--- src/rtl/prefix_pkg.sv ---
// Shared types and the single combine cell used by every prefix tree.
// Assumes callers keep the higher-order block first: the cell is not commutative.
package prefix_pkg;

    typedef enum int {
        TOPO_MIN_DEPTH = 0,
        TOPO_MIN_CELL  = 1,
        TOPO_HYBRID    = 2
    } topo_e;

    // Merge a lower block (g_lo,p_lo) into a higher block (g_hi,p_hi); returns {g,p}.
    function automatic logic [1:0] pfx_combine(input logic g_hi, input logic p_hi,
                                               input logic g_lo, input logic p_lo);
        return {g_hi | (p_hi & g_lo), p_hi & p_lo};
    endfunction

endpackage

--- src/rtl/pfx_bitgen.sv ---
// Forms per-bit generate (both bits set) and propagate (bits differ) terms.
// Assumes nothing beyond equal-width operands.
module pfx_bitgen #(
    parameter int WIDTH = 16
) (
    input  logic [WIDTH-1:0] opa,
    input  logic [WIDTH-1:0] opb,
    output logic [WIDTH-1:0] gen_o,
    output logic [WIDTH-1:0] prop_o
);
    // Bitwise generate and propagate.
    assign gen_o  = opa & opb;
    assign prop_o = opa ^ opb;
endmodule

--- src/rtl/prefix_net.sv ---
// Computes for every position i the group generate/propagate over bits 0..i.
// TOPOLOGY picks the tree shape; WIDTH must be a power of two of at least 4.
module prefix_net
    import prefix_pkg::*;
#(
    parameter int    WIDTH    = 16,
    parameter topo_e TOPOLOGY = TOPO_MIN_DEPTH
) (
    input  logic [WIDTH-1:0] gen_i,
    input  logic [WIDTH-1:0] prop_i,
    output logic [WIDTH-1:0] grp_g_o,
    output logic [WIDTH-1:0] grp_p_o
);
    localparam int LG = $clog2(WIDTH);

    if (WIDTH < 4 || (1 << LG) != WIDTH) begin : g_bad_width
        $error("prefix_net: WIDTH must be a power of two, at least 4");
    end

    if (TOPOLOGY == TOPO_MIN_DEPTH) begin : g_min_depth
        // LG levels; at level l every position at or above 2^l takes the one 2^l below.
        logic [LG:0][WIDTH-1:0] gs, ps;
        assign gs[0] = gen_i;
        assign ps[0] = prop_i;
        for (genvar l = 0; l < LG; l++) begin : g_lvl
            localparam int D = 1 << l;
            for (genvar i = 0; i < WIDTH; i++) begin : g_bit
                if (i >= D) begin : g_cell
                    assign {gs[l+1][i], ps[l+1][i]} =
                        pfx_combine(gs[l][i], ps[l][i], gs[l][i-D], ps[l][i-D]);
                end else begin : g_pass
                    assign gs[l+1][i] = gs[l][i];
                    assign ps[l+1][i] = ps[l][i];
                end
            end
        end
        assign grp_g_o = gs[LG];
        assign grp_p_o = ps[LG];
    end else if (TOPOLOGY == TOPO_MIN_CELL) begin : g_min_cell
        // Up-sweep over LG levels, then down-sweep over LG-1 levels.
        localparam int NL = 2 * LG - 1;
        logic [NL:0][WIDTH-1:0] gs, ps;
        assign gs[0] = gen_i;
        assign ps[0] = prop_i;
        for (genvar l = 0; l < NL; l++) begin : g_lvl
            localparam int D  = (l < LG) ? (1 << l) : (1 << (2 * LG - 2 - l));
            localparam bit UP = (l < LG);
            for (genvar i = 0; i < WIDTH; i++) begin : g_bit
                if (UP ? (((i + 1) % (2 * D)) == 0)
                       : ((((i + 1) % (2 * D)) == D) && (i + 1 > D))) begin : g_cell
                    assign {gs[l+1][i], ps[l+1][i]} =
                        pfx_combine(gs[l][i], ps[l][i], gs[l][i-D], ps[l][i-D]);
                end else begin : g_pass
                    assign gs[l+1][i] = gs[l][i];
                    assign ps[l+1][i] = ps[l][i];
                end
            end
        end
        assign grp_g_o = gs[NL];
        assign grp_p_o = ps[NL];
    end else begin : g_hybrid
        // Pair neighbours, run the min-depth tree over odd positions, then fix even ones.
        localparam int NL = LG + 1;
        logic [NL:0][WIDTH-1:0] gs, ps;
        assign gs[0] = gen_i;
        assign ps[0] = prop_i;
        for (genvar l = 0; l < NL; l++) begin : g_lvl
            localparam int D = (l == 0 || l == LG) ? 1 : (1 << l);
            for (genvar i = 0; i < WIDTH; i++) begin : g_bit
                if ((l == 0)  ? (i % 2 == 1) :
                    (l == LG) ? ((i % 2 == 0) && (i >= 2)) :
                                ((i % 2 == 1) && (i >= D))) begin : g_cell
                    assign {gs[l+1][i], ps[l+1][i]} =
                        pfx_combine(gs[l][i], ps[l][i], gs[l][i-D], ps[l][i-D]);
                end else begin : g_pass
                    assign gs[l+1][i] = gs[l][i];
                    assign ps[l+1][i] = ps[l][i];
                end
            end
        end
        assign grp_g_o = gs[NL];
        assign grp_p_o = ps[NL];
    end
endmodule

--- src/rtl/pfx_sumgen.sv ---
// Turns group terms and the carry-in into carries, sum bits and carry-out.
// Assumes grp_*_i[i] covers bits 0..i with the carry-in left out.
module pfx_sumgen #(
    parameter int WIDTH = 16
) (
    input  logic [WIDTH-1:0] prop_i,
    input  logic [WIDTH-1:0] grp_g_i,
    input  logic [WIDTH-1:0] grp_p_i,
    input  logic             carry_in,
    output logic [WIDTH-1:0] sum,
    output logic             carry_out
);
    logic [WIDTH:0] carry;

    // Carry into position i+1 is the group generate, or the carry-in passed through the group.
    assign carry[0]       = carry_in;
    assign carry[WIDTH:1] = grp_g_i | (grp_p_i & {WIDTH{carry_in}});

    // Sum bits and final carry.
    assign sum       = prop_i ^ carry[WIDTH-1:0];
    assign carry_out = carry[WIDTH];
endmodule

--- src/rtl/prefix_adder.sv ---
// Top: combinational WIDTH-bit adder with a selectable parallel-prefix carry tree.
// Assumes WIDTH is a power of two of at least 4; holds no state.
module prefix_adder
    import prefix_pkg::*;
#(
    parameter int    WIDTH    = 16,
    parameter topo_e TOPOLOGY = TOPO_MIN_DEPTH
) (
    input  logic [WIDTH-1:0] opa,
    input  logic [WIDTH-1:0] opb,
    input  logic             carry_in,
    output logic [WIDTH-1:0] sum,
    output logic             carry_out
);
    logic [WIDTH-1:0] gen, prop, grp_g, grp_p;

    pfx_bitgen #(.WIDTH(WIDTH)) u_bitgen (
        .opa    (opa),
        .opb    (opb),
        .gen_o  (gen),
        .prop_o (prop)
    );

    prefix_net #(.WIDTH(WIDTH), .TOPOLOGY(TOPOLOGY)) u_net (
        .gen_i   (gen),
        .prop_i  (prop),
        .grp_g_o (grp_g),
        .grp_p_o (grp_p)
    );

    pfx_sumgen #(.WIDTH(WIDTH)) u_sumgen (
        .prop_i    (prop),
        .grp_g_i   (grp_g),
        .grp_p_i   (grp_p),
        .carry_in  (carry_in),
        .sum       (sum),
        .carry_out (carry_out)
    );
endmodule

--- config.mk ---
export PLATFORM = sky130hd
export DESIGN_NAME = prefix_adder
export DESIGN_NICKNAME = d
export VERILOG_FILES = /design/src/rtl/prefix_pkg.sv /design/src/rtl/pfx_bitgen.sv /design/src/rtl/prefix_net.sv /design/src/rtl/pfx_sumgen.sv /design/src/rtl/prefix_adder.sv
export SDC_FILE = /design/constraint.sdc
export NUM_CORES = 1
export LEC_CHECK = 0
export BUFFER_PORTS_ARGS = -buffer_cell sky130_fd_sc_hd__buf_2
export CAP_MARGIN = 25
export CORE_MARGIN = 2
export CORE_UTILIZATION = 29
export DETAILED_ROUTE_END_ITERATION = 10
export PLACE_DENSITY = 0.61
export SYNTH_ARGS = -nofsm -noshare
export SYNTH_HDL_FRONTEND = slang
export SYNTH_SLANG_ARGS = --single-unit
--- constraint.sdc ---
create_clock -name vclk -period 4.6
set_input_delay 0.69 -clock vclk [all_inputs]
set_output_delay 0.69 -clock vclk [all_outputs]
set_load 0.01 [all_outputs]
==> run metrics <==
status=completed; switching share of power=55.68%; hold bufs inserted after CTS=0; startpoint types=primary input; share of the yosys chip area belonging to registers=0%; Ys Warns=0; PostCTS Resize Cnt=0; HP Start=opb[0]; Max Transition Viols Final=0; Setup Fix Bufs, Post-CTS=0; via density per instance=5.195; Die Wd=approximately 57 um; Clock power frac=0%; fin crit period=~3 ns; Finished Core Util=40.21%; fin crit share=66.89%; Crit. End Element=output port; commonest non-fill, non-tap cell in the layout=buf_2; internal power component=a little under 0.08 mW; arrival time at the worst endpoint=~2.4 ns; Multi-input gate area=between 700 and 800 um^2; seq_cells=0; HPWL reported at the end of detailed placement=between 1.5 and 2 mm; Worst Hold Class=primary input to output port; Placer Congestion=slightly above 0.8; CP Data Required Time=around 3.9 ns; Ports=50; share of cells above drive strength 1=35.85%; Chip Height=56.88 um; Combinational Power Share=100.0%; leakage=approximately 0.53 nW; DRT antenna net count=0; Relative slew margins=75.63%; Mean Syn Cell Area=7.304 um^2; WL final=2.180 mm; # fillers=just under 300; synth-to-layout area growth=34.41%; sw power=roughly 0.10 mW; max-cap violation count=0; ANT cells=0; register area=0 um^2; initial antenna violation count=0; Synth Instances=111; largest net degree at the start of global routing=9; critical path type=primary input to output port; first-pass GRT wire length=3.657 mm; CP startpoint=opa[0]; vias=approximately 990; fmax=roughly 0.33 GHz; CLK BUF=0; drt first pass iters=4; Total Routing Usage GR=about an eighth; die area=around 3200 um^2; Hold Violations, Final=0; DR iter-0 viols=20; synth unique cells=34; Seq pwr share=0%; Worst-Margin Slew=approximately 0.36 ns; most frequent cells in the layout=buf_2, ha_1, nand2_1; WL per Instance=between 10 and 15 um; Synth Cell Area=around 810 um^2; initial core utilization=between 20 and 30%; peak fanout along the critical path=3; DRC viols=0; Max IR drop VDD=0.08140 mV; Cell Pwr Density=roughly 160 nW/um^2; Core ar.=about 2700 um^2; setup TNS=0 ns; syn_nets=about 160; # rows=19; RSZ-0062 raised after global routing=false; Final #Nets=between 200 and 250; vias in the first global route=about 900; final setup violation count=0; PortBufs=50; GR Overflow Total=0
power groups by stage:
| stage | logic (mW) | clock network [mW] | registers [mW] |
|---|---|---|---|
| 3_3_place_gp | 0.178 | 0 | 0 |
| 3_5_place_dp | 0.180 | 0 | 0 |
| 2_1_floorplan | 0.119 | 0 | 0 |
| 5_1_grt | 0.200 | 0 | 0 |
| 6_report | 0.179 | 0 | 0 |
| 4_1_cts | 0.181 | 0 | 0 |
cells by family after synthesis:
kind of cell / count (synthesis) / synth area share (%)
xor+xnor: 14 / 15.12
fa+ha+maj: 17 / 27.16
simple gates: 32 / 17.59
buf+inv: 7 / 3.548
compound gates: 41 / 36.57
routing by layer:
layer,vias to the layer above,wire [um],share of wire (%),track usage [%]
li1,510,-,-,-
met1,429,971,45,17.88
met2,48,1009,46,23.92
met3,0,199,9.1,1.152
met4,0,0,0,0
met5,-,0,0,0
cell usage after synthesis, types with 2 or more instances:
master	number	share of area [%]
inv_1	5	2.3
o21ai_0	8	4.9
nand2_1	14	6.5
nand3_1	2	1.2
nand4_1	2	1.5
o31ai_2	2	3.1
nor3_1	3	1.9
a21oi_1	13	8.0
nor2_1	7	3.2
a211oi_1	2	1.9
xnor2_1	6	6.5
xor2_1	8	8.6
ha_1	16	25
o211ai_1	2	1.9
o21bai_1	2	1.9
per-stage QoR:
stage | power (mW) | instance area [um^2] | hold WS, ns | setup slack [ns] | instances
6_report | 0.1795 | 1090 | 1.756 | 1.523 | 190
5_1_grt | 0.1997 | 1090 | 1.774 | 1.430 | 190
3_5_place_dp | 0.1797 | 1090 | 1.757 | 1.531 | 190
4_1_cts | 0.1810 | 1090 | 1.760 | 1.531 | 190
3_3_place_gp | 0.1784 | 1090 | 1.750 | 1.530 | 190
2_1_floorplan | 0.1186 | 810.8 | 1.566 | 1.800 | 111
final cells by class:
class | count | area share [%]
multi-input combinational | 104 | 71.76
timing repair buffer | 50 | 22.96
tap | 31 | 3.559
inverter | 5 | 1.722
path summary, 6_finish.rpt:
| check | to | slack (ns) | depth (start not counted) |
|---|---|---|---|
| setup / recovery | sum[15] | 1.52 | 8 |
| hold / removal | sum[0] | 1.76 | 3 |
worst max-delay path, cell delays in order:
cell and delay (ns):
buf_2 0.12, ha_1 0.30, a211oi_2 0.38, o31ai_2 0.15, a22oi_1 0.30, nor2_1 0.09, a211oi_1 0.20, buf_2 0.16
No activity file was read; power rests on OpenSTA's default activity.
